File: src/rtl/twm_pkg.sv
package twm_pkg;

  localparam logic [7:0] ST_START   = 8'h08;
  localparam logic [7:0] ST_RSTART  = 8'h10;
  localparam logic [7:0] ST_AW_ACK  = 8'h18;
  localparam logic [7:0] ST_AW_NACK = 8'h20;
  localparam logic [7:0] ST_D_ACK   = 8'h28;
  localparam logic [7:0] ST_D_NACK  = 8'h30;
  localparam logic [7:0] ST_ARB     = 8'h38;
  localparam logic [7:0] ST_IDLE    = 8'hF8;

  typedef enum logic [2:0] {
    E_IDLE, E_START, E_BIT, E_STOP, E_RSTART, E_HOLD, E_LOST, E_RX
  } eng_t;

  // status code posted when a nine-bit transfer completes
  function automatic logic [7:0] byte_code(input logic was_addr, input logic nack);
    if (was_addr) byte_code = nack ? ST_AW_NACK : ST_AW_ACK;
    else          byte_code = nack ? ST_D_NACK  : ST_D_ACK;
  endfunction

  // the next byte is an address after a START or a repeated START
  function automatic logic addr_pending(input logic [7:0] code);
    addr_pending = (code == ST_START) || (code == ST_RSTART);
  endfunction

  // released high by us but seen low on the wire
  function automatic logic lost_arb(input logic driven, input logic seen);
    lost_arb = driven && !seen;
  endfunction

endpackage

File: src/rtl/twm_qdiv.sv
module twm_qdiv #(
  parameter int QTR_CYC = 8
) (
  input  logic clk,
  input  logic rst_n,
  output logic qtick
);
  localparam int CW = (QTR_CYC > 1) ? $clog2(QTR_CYC) : 1;
  localparam logic [CW-1:0] LAST = CW'(QTR_CYC - 1);

  logic [CW-1:0] cnt;

  always_ff @(posedge clk or negedge rst_n) begin
    if (!rst_n)           cnt <= '0;
    else if (cnt == LAST) cnt <= '0;
    else                  cnt <= cnt + 1'b1;
  end

  assign qtick = (cnt == LAST);
endmodule

File: src/rtl/twm_cond_det.sv
module twm_cond_det (
  input  logic clk,
  input  logic rst_n,
  input  logic scl_in,
  input  logic sda_in,
  output logic busy,
  output logic stop_det
);
  logic scl_q, sda_q, start_det;

  always_ff @(posedge clk or negedge rst_n) begin
    if (!rst_n) begin
      scl_q <= 1'b1;
      sda_q <= 1'b1;
      busy  <= 1'b0;
    end else begin
      scl_q <= scl_in;
      sda_q <= sda_in;
      if (start_det)     busy <= 1'b1;
      else if (stop_det) busy <= 1'b0;
    end
  end

  assign start_det = scl_in && scl_q && sda_q && !sda_in;
  assign stop_det  = scl_in && scl_q && !sda_q && sda_in;
endmodule

File: src/rtl/twm_tx_master.sv
module twm_tx_master
  import twm_pkg::*;
#(
  parameter int QTR_CYC = 8
) (
  input  logic       clk,
  input  logic       rst_n,
  input  logic       dat_we,
  input  logic [7:0] dat_wr,
  input  logic       ctl_we,
  input  logic       ctl_sta_wr,
  input  logic       ctl_sto_wr,
  input  logic       ctl_flag_wr,
  output logic [7:0] status,
  output logic       irq,
  output logic       sto_bit,
  output logic       slave_idle,
  output logic       rx_handoff,
  input  logic       scl_in,
  input  logic       sda_in,
  output logic       scl_o,
  output logic       sda_o
);
  localparam int NBITS = 9;
  localparam logic [3:0] LAST_BIT = 4'(NBITS - 1);

  eng_t       st;
  logic [1:0] q;
  logic [3:0] nbit;
  logic [8:0] sh;
  logic [7:0] dat_r, code;
  logic       flag, sta_r, sto_r, scl_r, sda_r, addr_byte, nack_r;
  logic       qtick, busy, stop_det;
  logic       arb_lost, evt_done, in_cond;

  twm_qdiv #(.QTR_CYC(QTR_CYC)) u_div (.clk(clk), .rst_n(rst_n), .qtick(qtick));

  twm_cond_det u_det (
    .clk(clk), .rst_n(rst_n), .scl_in(scl_in), .sda_in(sda_in),
    .busy(busy), .stop_det(stop_det)
  );

  // named events for the checker
  assign arb_lost = (st == E_BIT) && qtick && (q == 2'd2) && (nbit < LAST_BIT)
                    && lost_arb(sh[8], sda_in);
  assign evt_done = qtick && (q == 2'd3) &&
                    ((st == E_START) || (st == E_RSTART) || ((st == E_BIT) && (nbit == LAST_BIT)));
  assign in_cond  = (st == E_START) || (st == E_STOP) || (st == E_RSTART);

  always_ff @(posedge clk or negedge rst_n) begin
    if (!rst_n) begin
      st <= E_IDLE; q <= 2'd0; nbit <= 4'd0; sh <= '1;
      dat_r <= 8'h00; code <= ST_IDLE; flag <= 1'b0;
      sta_r <= 1'b0; sto_r <= 1'b0; scl_r <= 1'b1; sda_r <= 1'b1;
      addr_byte <= 1'b0; nack_r <= 1'b0;
    end else begin
      if (dat_we) dat_r <= dat_wr;
      if (ctl_we) begin
        sta_r <= ctl_sta_wr;
        sto_r <= ctl_sto_wr;
        if (!ctl_flag_wr) flag <= 1'b0;
      end
      if (evt_done) flag <= 1'b1;

      case (st)
        E_IDLE, E_LOST: begin
          if (sta_r && !busy && !flag) begin
            st <= E_START;
            q  <= 2'd0;
          end
        end
        E_HOLD: begin
          if (!flag) begin
            q <= 2'd0;
            if (addr_pending(code)) begin
              if (dat_r[0]) st <= E_RX;
              else begin
                sh <= {dat_r, 1'b1}; nbit <= 4'd0; addr_byte <= 1'b1; st <= E_BIT;
              end
            end else if (sto_r) st <= E_STOP;
            else if (sta_r)     st <= E_RSTART;
            else begin
              sh <= {dat_r, 1'b1}; nbit <= 4'd0; addr_byte <= 1'b0; st <= E_BIT;
            end
          end
        end
        E_START: if (qtick) begin
          q <= q + 2'd1;
          case (q)
            2'd0: begin scl_r <= 1'b1; sda_r <= 1'b1; end
            2'd1: sda_r <= 1'b0;
            2'd2: scl_r <= 1'b0;
            default: begin code <= ST_START; st <= E_HOLD; end
          endcase
        end
        E_RSTART: if (qtick) begin
          q <= q + 2'd1;
          case (q)
            2'd0: sda_r <= 1'b1;
            2'd1: scl_r <= 1'b1;
            2'd2: sda_r <= 1'b0;
            default: begin scl_r <= 1'b0; code <= ST_RSTART; st <= E_HOLD; end
          endcase
        end
        E_STOP: if (qtick) begin
          q <= q + 2'd1;
          case (q)
            2'd0: sda_r <= 1'b0;
            2'd1: scl_r <= 1'b1;
            2'd2: sda_r <= 1'b1;
            default: begin
              sto_r <= 1'b0;
              if (sta_r) begin st <= E_START; q <= 2'd0; end
              else begin st <= E_IDLE; code <= ST_IDLE; end
            end
          endcase
        end
        E_BIT: if (qtick) begin
          q <= q + 2'd1;
          case (q)
            2'd0: sda_r <= sh[8];
            2'd1: scl_r <= 1'b1;
            2'd2: begin
              if (arb_lost) begin
                scl_r <= 1'b1; sda_r <= 1'b1; code <= ST_ARB;
                flag <= 1'b1; st <= E_LOST;
              end else if (nbit == LAST_BIT) nack_r <= sda_in;
            end
            default: begin
              scl_r <= 1'b0;
              sh    <= {sh[7:0], 1'b1};
              if (nbit == LAST_BIT) begin
                code <= byte_code(addr_byte, nack_r);
                st   <= E_HOLD;
              end else nbit <= nbit + 4'd1;
            end
          endcase
        end
        default: ;  // E_RX: receive logic owns the bus
      endcase
    end
  end

  assign status     = code;
  assign irq        = flag;
  assign sto_bit    = sto_r;
  assign slave_idle = (st == E_LOST);
  assign rx_handoff = (st == E_RX);
  assign scl_o      = scl_r;
  assign sda_o      = sda_r;
endmodule

File: config.mk
export PLATFORM = sky130hd
export DESIGN_NAME = twm_tx_master
export DESIGN_NICKNAME = d
export VERILOG_FILES = /design/src/rtl/twm_pkg.sv /design/src/rtl/twm_qdiv.sv /design/src/rtl/twm_cond_det.sv /design/src/rtl/twm_tx_master.sv
export SDC_FILE = /design/constraint.sdc
export NUM_CORES = 1
export LEC_CHECK = 0
export BUFFER_PORTS_ARGS = -buffer_cell sky130_fd_sc_hd__buf_2
export CELL_PAD_IN_SITES_DETAIL_PLACEMENT = 2
export CELL_PAD_IN_SITES_GLOBAL_PLACEMENT = 2
export CORE_MARGIN = 5
export CORE_UTILIZATION = 30
export DETAILED_ROUTE_END_ITERATION = 8
export GPL_TIMING_DRIVEN = 0
export MAX_ROUTING_LAYER = met4
export PLACE_DENSITY_LB_ADDON = 0.25
export SLEW_MARGIN = 20
export SYNTH_ARGS = -nofsm -noshare
export SYNTH_HDL_FRONTEND = slang
export SYNTH_SLANG_ARGS = --single-unit
File: constraint.sdc
create_clock -name clk -period 1.8 [get_ports clk]
set_input_delay 0.09 -clock clk [delete_from_list [all_inputs] [get_ports clk]]
set_output_delay 0.09 -clock clk [all_outputs]
set_load 0.005 [all_outputs]
---- Yosys cells after proc, flatten, opt, wreduce, memory -nomap -nowiden ----
Index checks and enable logic that the tools add are counted.
W data, S select, Z words.
operators by class
  add/subtract/negate cells ............... 3
  bitwise gates (word level) .............. 2
  order comparisons ....................... 1
  eq/ne operators ......................... 46
  mux-type cells .......................... 90
  reduce and logical (&&, ||, !) cells .... 44
operators by type and width
  cell                  number
  $mux W8               10
  $mux W9               7
  $mux W3               14
  $ne A2 B2 Y1 const B  17
  $mux W4               8
  $pmux W8 S4           1
  $mux W1               27
  $reduce_and A10 Y1    2
  $pmux W9 S2           1
  $pmux W8 S2           1
  $eq A3 B3 Y1 const B  5
  $logic_and A1 B1 Y1   15
  $pmux W3 S5           1
  $reduce_and A5 Y1     3
  $mux W2               6
  $mux W6               2
  $ne A3 B3 Y1 const B  4
  $reduce_and A12 Y1    1
  $reduce_and A11 Y1    1
  $ne A2 B1 Y1 const B  5
  $pmux W1 S2           5
  $ne A3 B1 Y1 const B  3
  $ne A3 B2 Y1 const B  3
  $eq A8 B4 Y1 const B  1
  28 further kinds      43
storage, ports and cells
  bits in registers ....................... 47

---- Depth between registers and ports, before layout ----
  depth in word-level cells ............... 9
  depth in mapped cells ................... 8
  gate-level depth less buffers ........... 7

---- By module ----
From an unflattened synthesis, not the netlist that was laid out.
unflattened totals
  cells, all modules ...................... 266
  area total of the unflattened synthesis .. 2597.5 sq um
modules (own cells, without submodules)
  module         instances  cells each  seq. area each (sq um)  area each (sq um)
  twm_tx_master  1          253         918.4                   2383.5
  twm_cond_det   1          7           77.6                    110.1
  twm_qdiv       1          6           75.1                    103.8

---- Least setup slack after synthesis ----
No wires, ideal clock.
  path kind ............................... flip-flop to flip-flop
  start point ............................. reg u_div.cnt[0]
  end point ............................... reg sh[1]
  cell stages (with the launch flop) ...... 9
  arrival time ............................ 1825 ps
  clock period less this slack ............ 1907 ps
  data required time ...................... 1718 ps
  setup time .............................. 82 ps
  path slack .............................. -107 ps
  path through ............................ dfrtp_1 > ha_1 > ha_1 > clkbuf_1 > nand2_1 > a22oi_2 > nand3_1 > nor2_4 > mux2_2
between the ends
  word-level cells in the longest chain between the ends .. 3
ends and longest elaborated chain
  element                      RTL line              text
  from (decl)                  twm_qdiv.sv:11        logic [CW-1:0] cnt;
  from (signal assigned)       twm_qdiv.sv:16        else cnt <= cnt + 1'b1;
  $eq A3 B3 Y1                 twm_qdiv.sv:19        assign qtick = (cnt == LAST);
  $ne A2 B2 Y1 (no line)       -
  $reduce_and A7 Y1 (no line)  -
  to (signal assigned)         twm_tx_master.sv:131  sh <= {sh[7:0], 1'b1};
  to (decl)                    twm_tx_master.sv:30   logic [8:0] sh;
Every way passes these cells.
A chain may end at the register's enable or synchronous reset.

---- Worst setup path after layout ----
  start point ............................. reg code[3], in the netlist status[3]
  end point ............................... reg nbit[0]
between the ends
  word-level cells in the longest chain between the ends .. 5
ends and longest elaborated chain
  element                                       RTL line              text
  from (decl)                                   twm_tx_master.sv:31   logic [7:0] dat_r, code;
  from (signal assigned)                        twm_tx_master.sv:133  code <= byte_code(addr_byte, nack_r);
  $eq A8 B4 Y1 or $eq A8 B5 Y1 (tied branches)  twm_pkg.sv:24         addr_pending = (code == ST_START) || (code == ST_RSTART);
  $logic_or A1 B1 Y1 *                          twm_pkg.sv:24
  $mux W4                                       twm_tx_master.sv:75   if (addr_pending(code)) begin
  $mux W4                                       twm_tx_master.sv:73   if (!flag) begin
  $pmux W4 S2                                   twm_tx_master.sv:65   case (st)
  to (signal assigned)                          twm_tx_master.sv:135  end else nbit <= nbit + 4'd1;
  to (decl)                                     twm_tx_master.sv:29   logic [3:0] nbit;
Mark *: on every way between the ends. The rest lies on a longest branch, timed or not. The select of a mux whose other input is x is not followed.

==> results.tsv <==
stage	metric	value	unit
yosys	synth.distinct_cells	52	
yosys	ys_seq_area_frac	0.424	
cells_and_area	fillers	825	
min_path	hp-class	in -> reg	
detailed_routing	dr.pass1.iters	4	
worst_setup_path	worstRegToRegCells	5	
pwr	power.leakage	1.63	nW
sta	finalCritPeriodShare	1.10	
worst_setup_path	critPathCaptureType	register	
floorplan	dieWidth	102	um
worst_setup_path	critPathArrivalTime	2.18	ns
yosys	synth_top_family_by_area	compound AO/OA/AOI/OAI gates	
pwr	clkPwrFrac	0.455	
placed_design	dpl.hpwl	5180	um
floorplan	start_util	0.307	
floorplan	num_io_pins	31	
cells_and_area	final_area	0.00371	mm2
yosys	ys_seq_elements	42	
detailed_routing	vias	2318	
yosys	yosys_warnings	0	
worst_setup_path	cp.required	2.00	ns
sta	finalSetupViolCount	22	
worst_setup_path	cp_max_fo	5	
yosys	synthArstFlopShare	1.00	
detailed_routing	drc	0	
pwr	cellInternalPower	0.00159	W
placed_design	placed_area	0.00280	mm2
clock_tree	h-tree-depth	2	
yosys	synth_edf_count	0	
cells_and_area	fin_cells	433	
detailed_routing	routedWlPerCell	22.3	um
yosys	synth_xor_area_frac	0.00991	
floorplan	core_area	0.00822	mm2
clock_tree	cts_buffer_depth	2	
pwr	fin_total_pwr	0.00205	W
cells_and_area	n_antenna_cell	0	
worst_setup_path	crit_type	reg -> reg	
min_path	hold_depth	2	
sta	hold_viol	0	
cells_and_area	layout-drive-gt1-share	0.576	
pwr	switchingPower	0.000461	W
cells_and_area	multi_input_area	0.00163	mm2
worst_setup_path	r2r-start	status[3]$_DFFE_PN1P_	
grt	grt_overflow	0	
status	failed_checks	negative setup slack	
clock_tree	cts_tree	yes	
clock_tree	clkLatencyLatePin	0.31	ns
yosys	synthTopCellsByArea	dfrtp_1 26%, dfstp_2 17%, mux2_2 14%	
pwr	power.density	552	mW/mm2
yosys	synth_adder_area_share	0.0446	
floorplan	fp.dieH	102	um
sta	rsz0062_at_grt	yes	
sta	worst_slack	-0.182	ns
grt	grt_usage	0.168	
cells_and_area	synthToLayoutAreaGrowth	46.8	%
detailed_routing	drt-total-wl	9640	um
cells_and_area	fin_util	0.451	
sta	period_needed	1.98	ns
cells_and_area	nets	353	
pwr	peakVddDrop	0.000443	V
worst_setup_path	regToRegSetupSlack	-0.18	ns
placed_design	portBuffers	26	
yosys	synthMuxAreaShare	0.162	
yosys	netlist_top_cells_count	31 x mux2_2, 26 x dfrtp_1, 19 x nor2_1	
yosys	synthCells	247	
run	cap_violations	0	
sta	relSlewSlack	0.622	
placed_design	dp.cells	380	
clock_tree	clk_pin_slew	0.09	ns
sta	finalClockSkew	0.0121	ns
clock_tree	clock-sinks	42	
yosys	synth_compound_area_frac	0.163	
yosys	syn-cell-area	0.00252	mm2
yosys	synth_top_area_frac	0.258	
pwr	seq_power_share	0.489	
yosys	synthFlopType	dfrtp_1	
clock_tree	cts_buffers	5	
placed_design	place_congestion	0.762	
floorplan	row_count	33	
sta	tightest_slew	0.568	ns
yosys	syn_avg_cell_area	10.2	um2
detailed_routing	vias_per_cell	5.35	
grt	grt_pass1_wl	13000	um
detailed_routing	drt_iter0_markers	66	
min_path	whs_endpoint	dat_r[7]$_DFFE_PN0P_	
pwr	p_sw_frac	0.225	
min_path	min_from	dat_wr[7]	
pwr	comb_power_share	0.056	
yosys	yosysMostFrequentCell	mux2_2	
sta	fmax	0.504	GHz
sta	hold-worst-slack	0.0106	ns
grt	antenna_found_initial	0	
grt	grt_max_degree	43	
grt	grt_pass1_vias	2359	
status	status	finished with violations	
worst_setup_path	start_kind	register	
yosys	synthSimpleGateAreaFrac	0.141	
clock_tree	cts-root-buf	clkbuf_8	
yosys	synth_top_cell_by_area	dfrtp_1	
cells_and_area	register_area	0.00108	mm2
worst_setup_path	rr_endpoint	nbit[0]$_DFFE_PN0P_	
detailed_routing	drtAntennaViolNets	0	
sta	drv_slew	0	
floorplan	die_area	0.0104	mm2
-- cell type report --
| cell class | instances | share of cell area |
|---|---|---|
| clock buffer | 5 | 0.0186 |
| clock inverter | 3 | 0.0186 |
| sequential | 42 | 0.290 |
| inverter | 14 | 0.0152 |
| timing repair buffer | 72 | 0.149 |
| multi-input combinational | 177 | 0.440 |
| buffer | 15 | 0.0324 |
| tap | 105 | 0.0354 |
-- registers in the layout, indices dropped and copies added, names as in the netlist --
signal	cells
addr_byte	1
dat_r	8
irq	1
nack_r	1
nbit	4
q	2
scl_o	1
sda_o	1
sh	8
st	3
sta_r	1
status	4
sto_bit	1
u_det.busy	1
u_det.scl_q	1
u_det.sda_q	1
u_div.cnt	3
-- critical path, cell delays in order, from the launching register on --
cell     delay, ns
dfstp_2       0.63
xnor2_4       0.14
o31ai_4       0.36
a32oi_4       0.24
nor2_4        0.18
mux2_4        0.31
-- cells in the final DEF, fill, tap and decap left out, types with 4 or more instances in the layout --
cell and count:
a21oi_1 9, a21oi_2 6, buf_2 28, buf_4 35
buf_6 10, clkbuf_8 6, dfrtp_1 22, dfrtp_2 4
dfstp_2 16, dlygate4sd3_1 6, ha_4 4, inv_1 10
mux2_2 16, mux2_4 15, mux2i_1 5, nand2_1 14
nand3_1 5, nand4_1 4, nor2_1 15, nor3_1 4
o21ai_0 11
-- metrics by stage --
step           TNS [ns]  setup WS, ns
2_1_floorplan         0       0.00500
3_3_place_gp      -4.54        -0.272
3_5_place_dp      -5.34        -0.326
4_1_cts           -1.55        -0.153
5_1_grt           -4.04        -0.251
6_report          -2.59        -0.182
-- how the worst max path moves through the flow --
stage	start	to	slack (ns)
after floorplan	q[0]$_DFFE_PN0P_	sda_o$_DFFE_PN1P_	0.005
after global placement	q[0]$_DFFE_PN0P_	status[3]$_DFFE_PN1P_	-0.27
after detailed placement	u_div.cnt[0]$_DFF_PN0_	sh[5]$_DFFE_PN1P_	-0.33
after CTS	u_div.cnt[0]$_DFF_PN0_	sh[5]$_DFFE_PN1P_	-0.15
after global routing	q[1]$_DFFE_PN0P_	scl_o$_DFFE_PN1P_	-0.25
final	status[3]$_DFFE_PN1P_	nbit[0]$_DFFE_PN0P_	-0.18
-- repair_timing --
item	in CTS	in global routing
gates resized for setup	57	44
endpoints found under the hold margin	31	0
hold buffers	6	0
gates cloned	0	1
pin swaps	22	20
buffers inserted	23	16
setup endpoints to repair	25	27
-- metal layers --
metal	global-route usage	vias up	wire length, um
met1	0.222	1207	4470
met4	0.0460	0	183
met2	0.266	50	4700
li1	-	1044	-
met5	-	-	0
met3	0.0262	17	281
-- cells by family (layout without fill, tap and decap cells) --
| logic type | Yosys count | count (layout) |
|---|---|---|
| xor gates and xnor gates | 2 | 2 |
| DFF | 42 | 42 |
| other | 1 | 3 |
| adders and majority gates | 9 | 9 |
| buffers and inverters | 30 | 109 |
| and+or+nand+nor | 69 | 69 |
| muxes | 37 | 37 |
| AOI/OAI and AO/OA | 57 | 57 |
-- power groups by stage --
stage          Sequential [W]  Clock (W)  Combinational (W)
2_1_floorplan         0.00100          0          0.0000493
3_3_place_gp          0.00101          0          0.0000945
3_5_place_dp          0.00102          0          0.0000983
4_1_cts              0.000999   0.000950           0.000112
5_1_grt               0.00100    0.00100           0.000128
6_report              0.00100   0.000932           0.000115
(Power assumes the default switching activity.)
